### config.mk
export PLATFORM = sky130hd
export DESIGN_NAME = endian_byte_mem
export DESIGN_NICKNAME = d
export VERILOG_FILES = /design/src/rtl/ebm_pkg.sv /design/src/rtl/ebm_addr_split.sv /design/src/rtl/ebm_store_merge.sv /design/src/rtl/ebm_load_format.sv /design/src/rtl/endian_byte_mem.sv
export SDC_FILE = /design/constraint.sdc
export NUM_CORES = 1
export LEC_CHECK = 0
export ABC_AREA = 1
export ABC_CLOCK_PERIOD_IN_PS = 2240
export CELL_PAD_IN_SITES_DETAIL_PLACEMENT = 0
export CELL_PAD_IN_SITES_GLOBAL_PLACEMENT = 1
export CORE_MARGIN = 1
export CORE_UTILIZATION = 38
export DETAILED_ROUTE_END_ITERATION = 12
export PLACE_DENSITY_LB_ADDON = 0.08
export SYNTH_ARGS = -nofsm -noshare
export SYNTH_HDL_FRONTEND = slang
export SYNTH_SLANG_ARGS = --single-unit
### constraint.sdc
create_clock -name clk -period 2.24 [get_ports clk]
set_input_delay 0.336 -clock clk [delete_from_list [all_inputs] [get_ports clk]]
set_output_delay 0.336 -clock clk [all_outputs]
set_load 0.01 [all_outputs]
### src/rtl/ebm_pkg.sv
package ebm_pkg;
    localparam int BYTE_W     = 8;
    localparam int WORD_BYTES = 4;
    localparam int WORD_W     = BYTE_W * WORD_BYTES;
    localparam int OFF_W      = $clog2(WORD_BYTES);

    typedef logic [WORD_W-1:0] word_t;
    typedef logic [OFF_W-1:0]  lane_t;

    typedef enum logic {
        ORDER_LITTLE = 1'b0,
        ORDER_BIG    = 1'b1
    } byte_order_e;
endpackage

### src/rtl/ebm_addr_split.sv
module ebm_addr_split
    import ebm_pkg::*;
#(
    parameter int AW    = 6,
    parameter int IDX_W = AW - OFF_W
) (
    input  logic             big_endian_i,
    input  logic [AW-1:0]    addr_i,
    output logic [IDX_W-1:0] idx_o,
    output lane_t            lane_o,
    output logic             misaligned_o
);
    localparam lane_t LAST_LANE = lane_t'(WORD_BYTES - 1);

    lane_t       offset;
    byte_order_e order;

    always_comb begin
        order        = byte_order_e'(big_endian_i);
        offset       = addr_i[OFF_W-1:0];
        idx_o        = addr_i[AW-1:OFF_W];
        misaligned_o = (offset != '0);
        if (order == ORDER_BIG) begin
            lane_o = LAST_LANE - offset;
        end else begin
            lane_o = offset;
        end
    end
endmodule

### src/rtl/ebm_store_merge.sv
module ebm_store_merge
    import ebm_pkg::*;
(
    input  word_t old_word_i,
    input  word_t wdata_i,
    input  lane_t lane_i,
    input  logic  size_word_i,
    output word_t new_word_o
);
    logic [WORD_BYTES-1:0] lane_hit;

    genvar g;
    generate
        for (g = 0; g < WORD_BYTES; g++) begin : g_lane
            always_comb begin
                lane_hit[g] = (lane_i == lane_t'(g));
                if (size_word_i) begin
                    new_word_o[g*BYTE_W +: BYTE_W] = wdata_i[g*BYTE_W +: BYTE_W];
                end else if (lane_hit[g]) begin
                    new_word_o[g*BYTE_W +: BYTE_W] = wdata_i[BYTE_W-1:0];
                end else begin
                    new_word_o[g*BYTE_W +: BYTE_W] = old_word_i[g*BYTE_W +: BYTE_W];
                end
            end
        end
    endgenerate
endmodule

### src/rtl/ebm_load_format.sv
module ebm_load_format
    import ebm_pkg::*;
(
    input  word_t word_i,
    input  lane_t lane_i,
    input  logic  size_word_i,
    output word_t load_o
);
    logic [BYTE_W-1:0] lane_bytes [WORD_BYTES];
    logic [BYTE_W-1:0] picked;

    genvar g;
    generate
        for (g = 0; g < WORD_BYTES; g++) begin : g_split
            assign lane_bytes[g] = word_i[g*BYTE_W +: BYTE_W];
        end
    endgenerate

    always_comb begin
        picked = lane_bytes[lane_i];
        if (size_word_i) begin
            load_o = word_i;
        end else begin
            load_o = {{(WORD_W-BYTE_W){picked[BYTE_W-1]}}, picked};
        end
    end
endmodule

### src/rtl/endian_byte_mem.sv
module endian_byte_mem
    import ebm_pkg::*;
#(
    parameter int DEPTH    = 16,
    parameter bit REG_READ = 1'b0,
    parameter int IDX_W    = $clog2(DEPTH),
    parameter int AW       = IDX_W + OFF_W
) (
    input  logic          clk,
    input  logic          rst_n,
    input  logic          big_endian_i,
    input  logic          req_i,
    input  logic          we_i,
    input  logic          size_word_i,
    input  logic [AW-1:0] addr_i,
    input  logic [31:0]   wdata_i,
    output logic [31:0]   rdata_o,
    output logic          err_o
);
    typedef struct packed {
        logic [DEPTH-1:0][WORD_W-1:0] mem;
        word_t                        rd;
    } state_t;

    state_t           state_d;
    state_t           state_q;

    logic [IDX_W-1:0] idx;
    lane_t            lane;
    logic             misaligned;
    logic             bad_word;
    logic             store_ok;
    logic             load_ok;
    word_t            cur_word;
    word_t            merged;
    word_t            formatted;
    word_t            load_val;

    ebm_addr_split #(
        .AW    (AW),
        .IDX_W (IDX_W)
    ) u_split (
        .big_endian_i (big_endian_i),
        .addr_i       (addr_i),
        .idx_o        (idx),
        .lane_o       (lane),
        .misaligned_o (misaligned)
    );

    assign cur_word = state_q.mem[idx];

    ebm_store_merge u_merge (
        .old_word_i  (cur_word),
        .wdata_i     (wdata_i),
        .lane_i      (lane),
        .size_word_i (size_word_i),
        .new_word_o  (merged)
    );

    ebm_load_format u_format (
        .word_i      (cur_word),
        .lane_i      (lane),
        .size_word_i (size_word_i),
        .load_o      (formatted)
    );

    always_comb begin
        bad_word = req_i && size_word_i && misaligned;
        store_ok = req_i && we_i && !bad_word;
        load_ok  = req_i && !we_i && !bad_word;
        load_val = load_ok ? formatted : '0;

        state_d    = state_q;
        state_d.rd = load_val;
        if (store_ok) begin
            state_d.mem[idx] = merged;
        end
    end

    always_ff @(posedge clk) begin
        if (!rst_n) begin
            state_q <= '0;
        end else begin
            state_q <= state_d;
        end
    end

    assign rdata_o = REG_READ ? state_q.rd : load_val;
    assign err_o   = bad_word;
endmodule

==> flow_metrics.py, run 1 <==
metrics = {
    "outcome": {
        "status": "finished with violations",
        "violations": "setup timing",
    },
    "grt": {
        "grt_overflow_total": 0,
        "grt_max_degree": 119,
        "grt_usage": 0.290,
        "first_global_vias": 24200,
        "grt_pass1_wl_um": 149000,
        "antenna_found_initial": 2,
    },
    "setup_path": {
        "cp.arrival_ns": 2.35,
        "path_max_fanout": 2,
        "worstPathRequired_ns": 1.90,
        "cp-start-kind": "register",
        "critPathKind": "reg2out",
        "crit_path_end_kind": "primary output",
        "r2r_cells": 14,
    },
    "sta": {
        "rsz0062_at_grt": "yes",
        "tns_ns": -12.18,
        "fmax_mhz": 372,
        "maxSlewViolCount": 0,
        "fin_skew_ns": 0.0180,
        "worst_pin_slew_ns": 0.729,
        "setup_viol": 32,
        "hold_viol_final": 0,
        "worst_slack_ns": -0.449,
        "period_needed_ns": 2.69,
        "fin_crit_sh": 1.20,
        "relSlewSlack": 0.513,
    },
    "power": {
        "total_power_mw": 21.5,
        "power.density_nw_per_um2": 652,
        "ir_drop_uv": 646,
        "p_leak_nw": 16.1,
    },
    "synth": {
        "synth_cells": 3932,
        "synth_cell_types": 28,
        "synthFlopType": "dfxtp_1",
        "synth-edff-count": 0,
        "synth_top_area_cell": "dfxtp_1",
        "synth_area_per_cell_um2": 6.45,
        "yosys_warnings": 0,
        "synthesis.area_um2": 25400,
        "synthTopCellsByArea": "dfxtp_1 (40%), nand2_1 (13%), o21ai_0 (9.8%)",
        "synthMostInstantiatedCell": "nand2_1",
        "ys_seq_elements": 512,
        "async_flop_share": 0,
        "synth_common_cells": "nand2_1 (851), inv_1 (627), dfxtp_1 (512)",
        "synth_top_area_share": 0.404,
        "syn_nets": 3976,
        "ys_seq_area_frac": 0.404,
    },
    "detailed_routing": {
        "viasPerCell": 5.09,
        "first_pass_iters": 6,
        "drc": 0,
        "wl_um": 99700,
        "route.detailed.wl_per_inst_um": 19.6,
        "num_vias": 25900,
        "drt_iter0_markers": 2140,
        "ant_nets": 0,
    },
    "clocking": {
        "clockBufferDepth": 3,
        "clk_pin_slew_worst_paths_ns": 0.06,
        "cts-buffers-inserted": 58,
        "clock_sinks": 512,
        "cts_max_level": 2,
        "cts_tree": "done",
        "clock_latency_ns": 0.63,
        "cts-root-buf": "clkbuf_16",
    },
    "worst_hold_path": {
        "hold_class": "in2reg",
        "min_delay_path_depth": 3,
    },
    "placed_design": {
        "dpl.cell_count": 4945,
        "numPortBuffers": 76,
        "gp_congestion": 0.947,
        "pre_cts_ws_ns": -1.12,
        "hpwl_um": 66600,
    },
    "final_layout": {
        "fillers": 6506,
        "largest_reg_flops": 512,
        "ff_latch_area_um2": 10300,
        "area_growth_pct": 29.9,
        "nets": 4215,
        "largest-register": "state_q",
        "instances_no_fill": 5084,
        "drive_above_1_share": 0.187,
        "reg_top3": "state_q x512",
        "multi_input_area_um2": 12100,
    },
    "die": {
        "io_pins": 77,
        "core_um2": 65900,
        "fp.dieW_um": 260,
        "die_h_um": 260,
        "fp-row-count": 94,
        "start_util": 0.385,
        "die_area_um2": 67800,
    },
    "flow_run": {
        "drv_cap": 0,
    },
}
power by group:
group | internal (mW) | total (mW) | switching (mW)
clock | 5.98 | 10.0 | 4.03
sequential | 9.19 | 9.23 | 0.0346
combinational | 0.854 | 2.27 | 1.42
total | 16.0 | 21.5 | 5.48
placed cells by master, fill, tap and decap left out, types with 6 or more instances in the layout:
master	netlist	final
buf_12	0	107
o21ai_1	77	144
nor2_4	2	14
o21ai_0	495	401
nand3_1	150	144
bufinv_16	0	6
a21oi_2	10	29
buf_2	37	30
dfxtp_1	512	499
a21oi_1	378	355
dfxtp_2	0	13
nand2_1	851	751
buf_6	9	16
nand2_2	4	100
clkinv_2	0	9
a22oi_1	56	53
nor2_1	381	356
buf_4	41	259
clkbuf_1	182	13
inv_1	627	607
clkbuf_16	0	61
nand3_2	7	13
clkdlybuf4s50_1	0	35
o21bai_1	56	56
clkbuf_8	0	16
inv_2	12	30
o21a_1	7	7
o21ai_2	8	33
nor2_2	5	18
what timing repair did:
item / in CTS / in global routing
pin swaps: 90 / 65
gates cloned: 8 / 3
setup endpoints to repair: 32 / 32
resized for setup: 370 / 106
buffers inserted: 17 / 3
hold buffers: 0 / 0
path summary, 6_finish.rpt:
path,start,endpoint,slack [ns]
min reg2reg,state_q[476],state_q[476],0.54
max,state_q[335],rdata_o[15],-0.45
max reg2reg,state_q[285],state_q[125],0.46
min,rst_n,state_q[518],0.11
metal layers:
metal  vias to the layer above  share of wire  global-route usage
met5                         -              0                   0
met4                         0          0.035               0.103
met3                       158          0.050              0.0291
met2                       742           0.47               0.493
met1                     12100           0.44               0.380
li1                      12800              -                   -
worst max-delay path: stages (launching register included):
cell,delay [ns]
dfxtp_1,0.32
nand2_1,0.07
o21ai_2,0.05
nand2_1,0.09
nand2_2,0.07
nand2_1,0.07
nand2_2,0.06
buf_4,0.12
o21ai_0,0.45
buf_4,0.22
a21oi_2,0.05
buf_2,0.15
area by class of cell:
| type | count | share of cell area |
|---|---|---|
| multi-input combinational | 2495 | 0.368 |
| sequential | 512 | 0.311 |
| timing repair buffer | 461 | 0.153 |
| inverter | 643 | 0.0739 |
| clock buffer | 87 | 0.0522 |
| tap | 864 | 0.0328 |
| clock inverter | 21 | 0.00854 |
| antenna | 1 | 0.0000759 |
cells by family after synthesis:
logic type             synth area share
AND/OR/NAND/NOR                   0.219
AO/OA/AOI/OAI                     0.229
buffers and inverters             0.148
flip-flops                        0.404
XOR/XNOR                       0.000690
metrics by stage:
| step | instance area (µm²) | util | hold slack, ns |
|---|---|---|---|
| final | 33000 | 0.501 | 0.106 |
| after global routing | 33000 | 0.501 | 0.0959 |
| after CTS | 32600 | 0.496 | 0.0723 |
| after detailed placement | 30000 | 0.455 | 0.524 |
| after global placement | 30000 | 0.455 | 0.518 |
| after floorplan | 25400 | - | 0.504 |
Power figures use the tool's default switching activity.
==> run 2, diff against run 1 <==
CORE_UTILIZATION = 40   (was 38)
SKIP_CTS_REPAIR_TIMING = 1   (was not set)
==> run 2 against run 1 <==
  * The flow still finishes with violations (setup timing)
  * Cell count down 0.47%
  * First-iteration DRC count down 4.5%
  * Combinational power about the same
  * Clock skew up 0.0034 ns
  * Critical path depth up 3
  * Final area down 0.30%
  * Worst setup slack worse by 0.072 ns
  * Maximum frequency down 2.6%
  * Sequential share of layout area up 0.12 points
  * Die area down 5.0%
==> flow_metrics.py, run 2 (synthesized netlist as in run 1, its figures left out) <==
metrics = {
    "clocking": {
        "clk_pin_slew_worst_paths_ns": 0.06,
        "clockBufferDepth": 3,
        "cts-root-buf": "clkbuf_16",
        "cts_tree": "done",
        "clock_latency_ns": 0.64,
        "cts_max_level": 2,
        "cts-buffers-inserted": 58,
        "clock_sinks": 512,
    },
    "grt": {
        "grt_usage": 0.293,
        "grt_max_degree": 117,
        "grt_pass1_wl_um": 144000,
        "first_global_vias": 24200,
        "grt_overflow_total": 0,
        "antenna_found_initial": 1,
    },
    "sta": {
        "relSlewSlack": 0.503,
        "tns_ns": -13.27,
        "worst_pin_slew_ns": 0.743,
        "period_needed_ns": 2.76,
        "maxSlewViolCount": 0,
        "fmax_mhz": 362,
        "setup_viol": 32,
        "worst_slack_ns": -0.521,
        "fin_crit_sh": 1.23,
        "hold_viol_final": 0,
        "rsz0062_at_grt": "yes",
        "fin_skew_ns": 0.0215,
    },
    "flow_run": {
        "drv_cap": 0,
    },
    "final_layout": {
        "fillers": 6188,
        "ff_latch_area_um2": 10300,
        "multi_input_area_um2": 12100,
        "largest-register": "state_q",
        "area_growth_pct": 29.6,
        "reg_top3": "state_q x512",
        "final_common_cell": "nand2_1",
        "drive_above_1_share": 0.187,
        "layout_common_cells": "nand2_1 (756), inv_1 (601), dfxtp_1 (493)",
        "largest_reg_flops": 512,
        "nets": 4226,
    },
    "die": {
        "fp.dieW_um": 254,
        "die_area_um2": 64500,
        "io_pins": 77,
        "die_h_um": 254,
        "core_um2": 62200,
        "start_util": 0.408,
        "fp-row-count": 91,
    },
    "setup_path": {
        "reg2reg_slack_ns": 0.45,
        "cp.arrival_ns": 2.42,
        "regToRegEndpoint": "state_q[144]",
        "worstPathCellList": "inv_1 -> o21ai_1 -> nand2_1 -> nand2_2 -> nand2_2 -> nand2_4 -> nor2_4 -> nor2_2 -> nor2_2 -> nand2_2 -> nand2_8 -> buf_6 -> a21oi_4 -> buf_2",
        "cp-start-kind": "register",
        "slowest_delay_ns": 0.30,
        "path_max_fanout": 6,
        "critPathKind": "reg2out",
        "crit_path_end_kind": "primary output",
        "worst_path_max_delay_cell": "dfxtp_1",
        "r2r-start": "state_q[144]",
        "worst_path_most_repeated_cell": "nand2_2",
        "worstPathRequired_ns": 1.90,
        "r2r_cells": 14,
    },
    "detailed_routing": {
        "num_vias": 26000,
        "viasPerCell": 5.14,
        "drc": 0,
        "wl_um": 97200,
        "route.detailed.wl_per_inst_um": 19.2,
        "drt_iter0_markers": 2044,
        "ant_nets": 0,
        "first_pass_iters": 7,
    },
    "power": {
        "ir_drop_uv": 603,
        "p_leak_nw": 16.2,
        "power.density_nw_per_um2": 648,
        "total_power_mw": 21.3,
    },
    "worst_hold_path": {
        "min-delay-start": "rst_n",
        "holdPathEnd": "state_q[359]",
        "min_delay_path_depth": 4,
        "hold_class": "in2reg",
    },
    "outcome": {
        "status": "finished with violations",
        "violations": "setup timing",
    },
    "placed_design": {
        "gp_congestion": 0.928,
        "numPortBuffers": 76,
        "hpwl_um": 65200,
    },
}
-- run 2: per-stage QoR --
step	utilization	instance area [µm²]	hold WS (ns)	cells	setup WS [ns]
6_report	0.529	32900	0.237	5060	-0.521
5_1_grt	0.529	32900	0.260	5060	-0.645
4_1_cts	0.514	32000	0.258	5034	-1.13
3_5_place_dp	0.483	30000	0.521	4934	-1.07
3_3_place_gp	0.483	30000	0.518	4934	-1.13
2_1_floorplan	-	25400	0.504	3932	0.0598
-- run 2: how the worst max path moves through the flow --
stage,start,to,slack [ns],cells after the start
2_1_floorplan,addr_i[3],rdata_o[21],0.06,14
3_3_place_gp,addr_i[5],rdata_o[7],-1.13,13
3_5_place_dp,addr_i[5],rdata_o[3],-1.07,15
4_1_cts,state_q[191],rdata_o[7],-1.13,13
5_1_grt,state_q[63],rdata_o[7],-0.64,14
6_report,state_q[127],rdata_o[7],-0.52,14
-- run 2: area by class of cell --
type	count	share of cell area
antenna	1	0.0000761
clock buffer	84	0.0514
clock inverter	16	0.00769
inverter	643	0.0742
multi-input combinational	2493	0.368
sequential	512	0.312
tap	837	0.0319
timing repair buffer	474	0.154
-- run 2: routing by layer --
metal / part of all wire / track usage
met3: 0.057 / 0.0364
met1: 0.43 / 0.375
met4: 0.042 / 0.117
met2: 0.48 / 0.496
met5: 0 / 0
-- run 2: power by group --
group | internal (mW) | switching, mW | leakage [nW]
clock network | 5.77 | 4.02 | 0.957
registers | 9.19 | 0.0348 | 4.14
logic | 0.843 | 1.43 | 11.1
total | 15.8 | 5.48 | 16.2
-- run 2: critical path: cells and delay by family, from the launching register on --
family / cells / cell delay, ns
DFF: 1 / 0.30
AOI/OAI and AO/OA: 2 / 0.30
and+or+nand+nor: 9 / 0.79
buffers and inverters: 3 / 0.38
==> run 3, diff against run 2 <==
ABC_CLOCK_PERIOD_IN_PS = 2300   (was 2240)
clock period = 2.3 ns   (was 2.24 ns; I/O delays follow)
==> run 3 against run 2 <==
  * The flow still finishes with violations (setup timing)
  * Via count fell by 0.38%
  * Worst setup slack improved by 0.027 ns
  * Critical path depth unchanged
  * Sequential power down 2.7%
  * Die area stayed put
  * Largest cell class unchanged
==> flow_metrics.py, run 3 (synthesized netlist as in run 1, its figures left out) <==
metrics = {
    "placed_design": {
        "pre_cts_ws_ns": -1.09,
        "gp_congestion": 0.916,
        "placed_cell_area_um2": 30000,
        "numPortBuffers": 76,
        "hpwl_um": 65200,
        "dpl.cell_count": 4927,
    },
    "final_layout": {
        "fillers": 6210,
        "layout_common_cells": "nand2_1 (789), inv_1 (615), dfxtp_1 (507)",
        "largest-register": "state_q",
        "drive_above_1_share": 0.167,
        "area_growth_pct": 28.7,
        "instances_no_fill": 5065,
        "ff_latch_area_um2": 10300,
        "post-route-cell-area_um2": 32700,
        "nets": 4229,
        "multi_input_area_um2": 11800,
        "largest_reg_flops": 512,
        "utilization": 0.525,
        "reg_top3": "state_q x512",
        "final_common_cell": "nand2_1",
    },
    "die": {
        "die_h_um": 254,
        "io_pins": 77,
        "core_um2": 62200,
        "fp.dieW_um": 254,
        "start_util": 0.408,
        "fp-row-count": 91,
        "die_area_um2": 64500,
    },
    "setup_path": {
        "critical_path.top_delay_family": "simple AND/OR/NAND/NOR gates",
        "cp-start-kind": "register",
        "worstPathCellList": "nand2_1 -> o21ai_1 -> nand2_1 -> nand2_2 -> nand2_4 -> nand2_4 -> nor2_4 -> nor2_2 -> nor2_1 -> nand2_2 -> nand2_8 -> clkbuf_16 -> a21oi_2 -> buf_2",
        "worst_path_max_delay_cell": "dfxtp_2",
        "worstPathRequired_ns": 1.96,
        "regToRegEndpoint": "state_q[282]",
        "reg2reg_slack_ns": 0.54,
        "slowest_delay_ns": 0.32,
        "critPathKind": "reg2out",
        "r2r-start": "state_q[154]",
        "path_max_fanout": 6,
        "path_depth": 14,
        "endpoint": "rdata_o[16]",
        "r2r_cells": 14,
        "cp.arrival_ns": 2.45,
        "crit_path_end_kind": "primary output",
        "crit_buf_inv": 2,
        "crit_start": "state_q[95]",
    },
    "grt": {
        "grt_pass1_wl_um": 144000,
        "grt_usage": 0.294,
        "antenna_found_initial": 1,
        "first_global_vias": 24200,
        "grt_max_degree": 69,
        "grt_overflow_total": 0,
    },
    "clocking": {
        "cts-root-buf": "clkbuf_16",
        "clock_latency_ns": 0.63,
        "cts_max_level": 2,
        "cts_tree": "done",
        "clockBufferDepth": 3,
        "clock_sinks": 512,
        "clk_pin_slew_worst_paths_ns": 0.06,
        "cts-buffers-inserted": 57,
    },
    "detailed_routing": {
        "first_pass_iters": 5,
        "drt_iter0_markers": 2212,
        "num_vias": 25900,
        "viasPerCell": 5.11,
        "wl_um": 97200,
        "route.detailed.wl_per_inst_um": 19.2,
        "ant_nets": 0,
        "drc": 0,
    },
    "power": {
        "comb_power_share": 0.108,
        "p_leak_nw": 16.2,
        "seq_power_share": 0.436,
        "power.density_nw_per_um2": 630,
        "ir_drop_uv": 608,
        "netSwitchingPower_mw": 5.31,
        "pwr-share-clk": 0.456,
        "p_int_mw": 15.3,
        "swShare": 0.258,
    },
    "worst_hold_path": {
        "hold_class": "in2reg",
    },
    "sta": {
        "hold_viol_final": 0,
        "rsz0062_at_grt": "yes",
        "worst_pin_slew_ns": 0.730,
        "fmax_mhz": 358,
        "fin_crit_sh": 1.21,
        "relSlewSlack": 0.513,
        "maxSlewViolCount": 0,
        "fin_skew_ns": 0.0208,
        "tns_ns": -13.62,
        "setup_viol": 32,
        "worst_slack_ns": -0.494,
        "period_needed_ns": 2.79,
    },
    "outcome": {
        "status": "finished with violations",
        "violations": "setup timing",
    },
    "flow_run": {
        "drv_cap": 0,
    },
}
-- run 3: area by class of cell --
class | count | share of cell area
antenna | 1 | 0.0000766
clock buffer | 83 | 0.0516
clock inverter | 18 | 0.00644
inverter | 643 | 0.0746
multi-input combinational | 2494 | 0.363
sequential | 512 | 0.314
tap | 837 | 0.0321
timing repair buffer | 477 | 0.158
-- run 3: metrics by stage --
stage | power, mW | hold WS [ns]
after floorplan | 10.1 | 0.504
after global placement | 11.2 | 0.516
after detailed placement | 11.3 | 0.520
after CTS | 20.6 | 0.0589
after global routing | 21.2 | 0.0747
final | 20.6 | 0.0800
-- run 3: tightest hold or removal path, stage by stage --
cell     delay, ns
buf_4         0.18
o21ai_0       0.09
a21oi_1       0.04
-- run 3: worst min-delay path by stage --
stage	cells past startpoint	startpoint	slack (ns)	endpoint
finish	3	rst_n	0.08	state_q[39]
global route	3	rst_n	0.07	state_q[39]
CTS	3	rst_n	0.06	state_q[39]
detailed placement	4	state_q[409]	0.52	state_q[409]
global placement	4	state_q[348]	0.52	state_q[348]
floorplan	2	state_q[135]	0.50	state_q[135]
-- run 3: metal layers --
metal	global-route usage	vias to the layer above	wire length, µm
li1	-	12800	-
met3	0.0338	165	5290
met4	0.112	0	3490
met1	0.374	12200	41800
met5	0	-	0
met2	0.505	758	46600
-- run 3: power by group through the flow --
stage | registers [mW] | clock network [mW] | logic, mW
floorplan | 9.17 | 0 | 0.947
global placement | 9.18 | 0 | 2.07
detailed placement | 9.18 | 0 | 2.08
CTS | 8.98 | 9.57 | 2.08
global route | 8.99 | 9.91 | 2.34
finish | 8.98 | 9.39 | 2.22
